File: src/rtl/wdt_window.sv
module wdt_window #(
  parameter int CW = 13,
  parameter logic [7:0] MODE_INIT = 8'h06
) (
  input  logic       clk,
  input  logic       rst_n,
  input  logic       tick,
  input  logic       clr,
  input  logic       wr_en,
  input  logic [7:0] wr_data,
  output logic [7:0] rd_data,
  output logic       irq,
  output logic       wdt_rst
);
  localparam logic [7:0] RD_MASK = 8'h37;

  logic [7:0]    mode_q;
  logic [CW-1:0] cnt_q;
  logic          pend_q, rst_q, irq_q;
  logic [CW-1:0] last;

  wire [2:0] pc = mode_q[2:0];
  wire [1:0] wm = mode_q[5:4];

  always_comb begin
    case (pc)
      3'd0: last = CW'(7);
      3'd1: last = CW'(15);
      3'd2: last = CW'(31);
      3'd3: last = CW'(63);
      3'd4: last = CW'(127);
      3'd5: last = CW'(511);
      3'd6: last = CW'(2047);
      default: last = CW'(8191);
    endcase
  end

  wire win_on  = pc[2] & (wm != 2'b00);
  wire early   = (wm == 2'b01) ? (cnt_q <= (last >> 2)) : (cnt_q <= (last >> 1));
  wire ovf     = tick & (cnt_q == last);
  wire clr_bad = clr & win_on & early;
  wire clr_ok  = clr & ~clr_bad;
  wire fault   = clr_bad | (ovf & ~clr_ok & (win_on | pend_q));
  wire irq_ev  = ovf & ~clr_ok & ~win_on & ~pend_q;
  wire pc_chg  = wr_en & (wr_data[2:0] != pc);

  always_ff @(posedge clk or negedge rst_n) begin
    if (!rst_n) begin
      mode_q <= MODE_INIT;
      cnt_q  <= '0;
      pend_q <= 1'b0;
      rst_q  <= 1'b0;
      irq_q  <= 1'b0;
    end else if (rst_q) begin
      mode_q <= MODE_INIT;
      cnt_q  <= '0;
      pend_q <= 1'b0;
      rst_q  <= 1'b0;
      irq_q  <= 1'b0;
    end else begin
      rst_q <= fault;
      irq_q <= irq_ev;
      if (wr_en) mode_q <= wr_data & RD_MASK;
      if (clr_ok || ovf || pc_chg) cnt_q <= '0;
      else if (tick)               cnt_q <= cnt_q + 1'b1;
      if (clr_ok)      pend_q <= 1'b0;
      else if (irq_ev) pend_q <= 1'b1;
    end
  end

  assign rd_data = mode_q;
  assign irq     = irq_q;
  assign wdt_rst = rst_q;
endmodule


File: config.mk
export PLATFORM = sky130hd
export DESIGN_NAME = wdt_window
export DESIGN_NICKNAME = d
export VERILOG_FILES = /design/src/rtl/wdt_window.sv
export SDC_FILE = /design/constraint.sdc
export NUM_CORES = 1
export LEC_CHECK = 0
export BUFFER_PORTS_ARGS = -buffer_cell sky130_fd_sc_hd__buf_2
export CORE_MARGIN = 2
export CORE_UTILIZATION = 50
export DETAILED_ROUTE_END_ITERATION = 12
export PLACE_DENSITY = 0.73
export SKIP_CTS_REPAIR_TIMING = 1
export SLEW_MARGIN = 40
export SYNTH_ARGS = -nofsm -noshare
export SYNTH_HDL_FRONTEND = slang
export SYNTH_SLANG_ARGS = --single-unit
File: constraint.sdc
create_clock -name clk -period 3 [get_ports clk]
set_clock_uncertainty 0.15 [all_clocks]
set_input_delay 0.6 -clock clk [delete_from_list [all_inputs] [get_ports clk]]
set_output_delay 0.6 -clock clk [all_outputs]
set_load 0.01 [all_outputs]
# After elaboration in Yosys (flattened, before gate mapping)
# Cells that the tools add are included.
# totals
romBits	0
n_memories	0
in_bits	13
latchBits	0
mem_bits_rw	0
ff_bits	24
output_inout_bits	10
word_cells	52
# op_classes
n_mul	0
add_sub_neg	1
order_cmp	2
reduce_logical	7
n_div	0
mux	12
shifts	0
n_eq_ne	9
bitwise	16
# op_table
op	count
$pmux 13 s7	1
$mux 13	3
$mux 8	2
$add 13x1->13 const B	1
$eq 13x13->1	1
$le 13x11->1	1
$le 13x12->1	1
$and 1x1->1	10
$eq 3x3->1 const B	3
$eq 3x2->1 const B	2
$mux 1	6
$reduce_bool 3->1	2
$not 1->1	4
$reduce_bool 2->1	2
$eq 3x1->1 const B	1
$logic_not 3->1	1
$ne 3x3->1	1
$eq 2x1->1 const B	1
$logic_or 1x1->1	2
$or 1x1->1	2

# Longest topological paths before layout
# Gate-level depths: netlist of the first run.
# depth
ltp_word	14
ltp_mapped	11
mapped_depth_nobuf	8

# Least setup slack after synthesis of the first run
# Ideal clock, no wire load.
# synth_timing
path_kind	register to register
start	register mode_q[2] (netlist: rd_data[2])
end	register cnt_q[0]
synth_period_minus_slack_ps	3075
setup_time_ps	125
n_path_buf	3
required_ps	2725
path_slack_ps	-75
arrival_ps	2800
path_stages_with_launch	12
cell_sequence	dfstp_2 buf_2 buf_2 nand3_1 ha_1 nand4bb_1 a31o_2 a221o_1 a41oi_1 a21o_1 buf_2 nor3_1
# synth_via
elab_chain_cells	11
word_cells_on_any_way	25
cone_classes	2 x order compare; 8 x eq/ne; 4 x mux; 7 x bitwise; 4 x reduce/logical
# synth_rtl
element	line_no	source
start, declared	17	logic [7:0] mode_q;
start signal, assigned	63	if (wr_en) mode_q <= wr_data & RD_MASK;
$eq 3x3->1 (tied with other cells)	26	case (pc)
$pmux 13 s7	26	
$le 13x12->1 or $le 13x11->1 (tied branches)	39	wire early = (wm == 2'b01) ? (cnt_q <= (last >> 2)) : (cnt_q <= (last >> 1));
$mux 1	39	
$and 1x1->1	41	wire clr_bad = clr & win_on & early;
$not 1->1	42	wire clr_ok = clr & ~clr_bad;
$and 1x1->1	42	
$logic_or 1x1->1	64	if (clr_ok || ovf || pc_chg) cnt_q <= '0;
$logic_or 1x1->1 (*)	64	
$mux 13	64	
$mux 13	54	end else if (rst_q) begin
end signal, assigned	65	else if (tick) cnt_q <= cnt_q + 1'b1;
end, declared	18	logic [CW-1:0] cnt_q;
# Mark *: on every way between the ends. The rest lies on a longest branch, timed or not.
# A chain may end at the register's enable or synchronous reset.

# Worst setup path in the final report of the first run
# layout_timing
start	register mode_q[2] (netlist: rd_data[2])
end	register cnt_q[5]
# Same word-level chain as after synthesis.

==> impl_metrics.ini, run 1 <==
[worst_setup_path]
critical_path_arrival_ns = 2.90
cp-end-kind = register
cp_cell_sequence = nand3_2, ha_4, nand4bb_1, a31o_2, a221o_1, a41oi_1, a21o_1, buf_12, nor3_1
start_kind = register
worstPathMaxFanout = 15
worstPathRequired_ns = 3.00
cpMaxStageDelayCell = dfstp_2
critical_path_class = reg -> reg
cp_slowest_stage_delay_ns = 0.64

[timing]
fin_crit_sh = 0.967
drv_slew = 0
worstMarginPinSlew_ns = 0.514
relSlewSlack = 0.655
setup_viol = 0
min_period_ns = 2.90
rsz0062_at_grt = no
finalHoldViolations = 0
fin_tns_setup_ns = 0
max_freq_mhz = 345
setup_ws_ns = 0.100

[power]
leakagePower_nw = 0.882
power_frac_clock = 0.186
power_switching_mw = 0.392
p_per_area_nw_per_um2 = 485
p_seq_frac = 0.364
p_comb_frac = 0.450
power_mw = 0.993
p_int_mw = 0.601
ir_worst_vdd_v = 0.000222
switching_share = 0.395

[logic_synthesis]
netlist_area_sq_um = 1850
ys_ff_latch = 21
synth_warnings = 0
synth_edf_count = 0
synth.avg_cell_area_sq_um = 8.36
yosysSeqAreaShare = 0.286
async_flop_share = 1.00
yosysUniqueCellTypes = 50
netlist_instances = 221
ys.flop_type = dfrtp_1

[finish]
layout.nets = 263
design_area_sq_um = 2050
fin_util = 0.568
most-common-layout-cells = nand2_1, dfrtp_1, nor3_1, nor2_1, buf_2
final_common_cell = nand2_1
areaGrowthSynthToFinish_pct = 10.8
antenna_cells = 0
fillers = 340
drive_gt1_frac = 0.177

[floorplan]
io_pins = 23
rows = 22
fp.dieArea_sq_um = 4200
core-area_sq_um = 3610
start_util = 0.512
fp.dieW_um = 64.8
die_y_um = 64.8

[clock_network]
clk-insertion-delay-late_ns = 0.26
numClockSinks = 21
clock-root-buffer = clkbuf_8
clk_pin_slew_worst_paths_ns = 0.07
cts_buffers = 3
cts_max_level = 1
cts_buffer_depth = 2
cts_tree = built

[route]
avgRoutedWirePerCell_um = 14.8
ant_nets = 0
drc = 0
wirelength_mm = 4.22
drt_iter0_drc = 172
drt_pass1_iterations = 4
vias = 1691
drt-vias-per-instance = 5.93

[placed_design]
port_buffers = 16
gp_congestion = 0.845
dpl_cell_area_sq_um = 2000
place_ws_ns = 0.139
dp_hpwl_mm = 3.29

[global_routing]
grt_pass1_wl_mm = 7.52
groute.usage.overall = 0.230
overflow = 0
antenna_found_initial = 0
grt_max_degree = 22
grt_pass1_vias = 1621

[min_path]
hold_path_class = in -> async

[run_status]
status = complete, no violations

[run]
drv_cap = 0
==> synthesized netlist by cell type, drive strengths merged (2+ instances only) <==
cell	instances	area, sq um
nor3	18	90.1
nand2b	2	12.5
clkbuf	3	11.3
a221o	2	20.0
o211ai	3	22.5
nand2	27	101
xnor2	12	105
dfrtp	19	475
dfstp	2	52.6
nor2	16	60.1
buf	15	101
or3b	2	17.5
a21oi	7	35.0
o21ai	7	35.0
o22ai	2	12.5
nor4b	5	43.8
a31o	2	17.5
mux2i	6	60.1
nand3	12	60.1
inv	8	30.0
nor4	3	18.8
nand4	5	31.3
a311oi	2	17.5
ha	12	150
a211oi	4	47.5
xor2	6	52.6
a2111oi	3	32.5
==> per-stage QoR <==
| stage | hold slack (ns) | cells |
|---|---|---|
| after floorplan | 0.154 | 223 |
| after global placement | 0.383 | 281 |
| after detailed placement | 0.395 | 281 |
| after CTS | 0.143 | 285 |
| after global routing | 0.169 | 285 |
| final | 0.130 | 285 |
==> final timing paths <==
path | from | end | slack, ns | depth (start not counted)
hold / removal | rst_n | rd_data[0] | 0.13 | 1
max in group asynchronous | rst_n | rd_data[2] | 2.23 | 1
setup reg to reg | rd_data[2] | cnt_q[5] | 0.10 | 9
setup / recovery | rd_data[2] | cnt_q[5] | 0.10 | 9
min in group clk | pend_q | irq | 0.42 | 3
hold reg to reg | pend_q | irq | 0.42 | 3
==> sequential cells by signal, summed over array words and instances, names as in the netlist <==
name	count
cnt_q	13
rd_data	5
pend_q	1
irq	1
wdt_rst	1
==> critical path: cells and delay by family, from the launching register on <==
kind,cells,cell delay (ns)
AO/OA/AOI/OAI,4,1.12
flip-flops,1,0.64
AND/OR/NAND/NOR,3,0.39
adder cells (fa/ha/maj),1,0.33
buffers and inverters,1,0.14
==> metal layers <==
metal  vias to the layer above  GRT usage  wire, um
met5                         -          0         0
met4                         0     0.0851        63
met3                         7     0.0330       192
met2                        47      0.369      1990
met1                       798      0.316      1970
li1                        839          -         -
==> power by group through the flow <==
stage | sequential, mW | combinational, mW | clock (mW)
floorplan | 0.354 | 0.332 | 0
global placement | 0.366 | 0.437 | 0
detailed placement | 0.365 | 0.446 | 0
CTS | 0.360 | 0.446 | 0.189
global route | 0.367 | 0.501 | 0.204
finish | 0.361 | 0.447 | 0.185
==> logic make-up (layout without fill, tap and decap cells) <==
| group | Yosys count | in the layout | synth area share |
|---|---|---|---|
| DFF | 21 | 21 | 0.286 |
| other | 1 | 3 | 0.00203 |
| muxes | 6 | 6 | 0.0325 |
| and+or+nand+nor | 94 | 94 | 0.253 |
| buffers and inverters | 26 | 40 | 0.0772 |
| adders and majority gates | 13 | 13 | 0.0867 |
| xor gates and xnor gates | 18 | 18 | 0.0853 |
| AOI/OAI and AO/OA | 42 | 42 | 0.177 |
==> cell type report <==
type,instances,area (sq um),area share
clock buffers,4,45.0,0.0220
inverters,8,30.0,0.0147
multi-input cells,176,1200,0.587
flip-flops and latches,21,528,0.258
well taps,48,60.1,0.0293
repair buffers,28,183,0.0892
Note: power is estimated with default switching activity, not from simulation.
==> inputs of run 2 (changes only) <==
Settings changed: ABC_AREA set to 1.
==> impl_metrics.ini, run 2 <==
[power]
p_comb_frac = 0.300
p_per_area_nw_per_um2 = 351
power_switching_mw = 0.260
p_int_mw = 0.464
ir_worst_vdd_v = 0.000210
leakagePower_nw = 1.00
power_frac_clock = 0.257
switching_share = 0.359
p_seq_frac = 0.443

[global_routing]
groute.usage.overall = 0.218
gr-max-usage-layer = met2
overflow = 0
grt_max_degree = 22
grt_pass1_wl_mm = 7.27
use_met1 = 0.317
met3_usage = 0.0221
grt_pass1_vias = 1564
antenna_found_initial = 0
grt_use_met2 = 0.337

[finish]
multi_input_area_sq_um = 1200
antenna_cells = 0
areaGrowthSynthToFinish_pct = 7.78
drive_gt1_frac = 0.194
seq_area_sq_um = 528
final_common_cell = nand2_1
layoutNonFillerInstCount = 326
regMostFlops = cnt_q
fin_util = 0.563
most-common-layout-cells = nand2_1, inv_1, nand3_1, nor2_1, dfrtp_1
largest_reg_flops = 13
fillers = 360
layout.nets = 304

[worst_setup_path]
worstPathRequired_ns = 2.99
cp-end-kind = register
cpMaxStageDelayCell = dfstp_2
critical_path_class = reg -> reg
critical_path_arrival_ns = 2.79
cp_slowest_stage_delay_ns = 0.62
cp_cell_sequence = nand2_2, inv_1, nand2_1, ha_4, nand3_1, nand3b_1, nor4b_1, nand3_1, nand2_1, inv_2, nand2_4, nor2_1
start_kind = register
worstPathMaxFanout = 13

[timing]
drv_slew = 0
setup_ws_ns = 0.198
fin_crit_sh = 0.934
setup_viol = 0
holdWs_ns = 0.137
finalHoldViolations = 0
min_period_ns = 2.80
max_freq_mhz = 357

[logic_synthesis]
async_flop_share = 1.00
ys_ff_latch = 21
ys.flop_type = dfrtp_1
synthTopCellsByCount = nand2_1, inv_1, nand3_1
synth.most_common_cell = nand2_1
synth_warnings = 0
netlist_area_sq_um = 1910
synth.avg_cell_area_sq_um = 7.25
yosysUniqueCellTypes = 42
yosys-top-cells-area = dfrtp_1, nand2_1, ha_1, nand3_1, inv_1
synth_top_area_cell = dfrtp_1
yosysSeqAreaShare = 0.276
synth_edf_count = 0
netlist_instances = 264
synth_top_cell_area_share = 0.249

[route]
wirelength_mm = 4.23
drt-vias-per-instance = 5.37
drc = 0
drt_pass1_iterations = 5
avgRoutedWirePerCell_um = 13.0
ant_nets = 0
vias = 1749
drt_iter0_drc = 108

[floorplan]
io_pins = 23
fp.dieArea_sq_um = 4340
rows = 22
core-area_sq_um = 3660
die_y_um = 65.9
start_util = 0.523
fp.dieW_um = 65.9

[clock_network]
clk-insertion-delay-late_ns = 0.26
cts_tree = built
clk_pin_slew_worst_paths_ns = 0.08
clock-root-buffer = clkbuf_8
cts_max_level = 1
numClockSinks = 21
cts_buffers = 3
cts_buffer_depth = 2

[placed_design]
port_buffers = 16
dp_cells = 322
gp_congestion = 0.993
place_ws_ns = 0.236
dp_hpwl_mm = 3.25

[min_path]
hold_path_class = in -> async

[run]
drv_cap = 0

[run_status]
status = complete, no violations
==> run 2: changes by cell type in the layout (fill, tap and decap cells not counted), moves of 10 or more <==
cell	delta
nor2_4	+10
nand3_1	+16
nand2_1	+19
nor3_1	-15
inv_1	+26
xnor2_1	-11
==> run 2: layout make-up <==
cell class / count / share of cell area
multi-input combinational: 200 / 0.583
timing repair buffer: 18 / 0.0461
clock buffer: 3 / 0.0200
sequential: 21 / 0.256
clock inverter: 1 / 0.00243
inverter: 35 / 0.0637
tap: 48 / 0.0291
==> run 2: kinds of logic after synthesis <==
| group | synth area share |
|---|---|
| compound gates | 0.137 |
| simple gates | 0.366 |
| buf+inv | 0.113 |
| fa+ha+maj | 0.0785 |
| other cells | 0.00196 |
| flops | 0.276 |
| xor+xnor | 0.0275 |
==> run 2: worst paths after layout <==
| path | cells after the start | slack (ns) | endpoint | from |
|---|---|---|---|---|
| max reg2reg | 12 | 0.20 | cnt_q[11] | rd_data[2] |
| max | 12 | 0.20 | cnt_q[11] | rd_data[2] |
| min | 1 | 0.14 | cnt_q[10] | rst_n |
| max in group asynchronous | 1 | 2.22 | rd_data[2] | rst_n |
| min reg2reg | 3 | 0.43 | irq | pend_q |
| min in group clk | 3 | 0.43 | irq | pend_q |
==> run 2: power by group through the flow <==
stage	clock, mW	combinational [mW]	sequential [mW]
finish	0.186	0.217	0.321
global route	0.204	0.245	0.323
CTS	0.191	0.212	0.321
detailed placement	0	0.211	0.326
global placement	0	0.210	0.326
floorplan	0	0.171	0.320
==> run 2: routing by layer <==
layer,up-vias,part of all wire
li1,903,-
met1,796,0.49
met2,40,0.45
met3,10,0.040
met4,0,0.022
met5,-,0
==> run 2: metrics by stage <==
| stage | cell area [sq um] | setup TNS [ns] | total power [mW] |
|---|---|---|---|
| final | 2060 | 0 | 0.724 |
| after floorplan | 1920 | 0 | 0.492 |
| after CTS | 2040 | 0 | 0.724 |
| after global routing | 2060 | -0.0223 | 0.772 |
| after global placement | 1990 | 0 | 0.536 |
| after detailed placement | 1990 | 0 | 0.537 |
==> run 2: critical path, delay by kind of cell, from the launching register on <==
family / cells / cell delay, ns
and+or+nand+nor: 9 / 1.40
adders and majority gates: 1 / 0.36
buffers and inverters: 2 / 0.14
DFF: 1 / 0.62
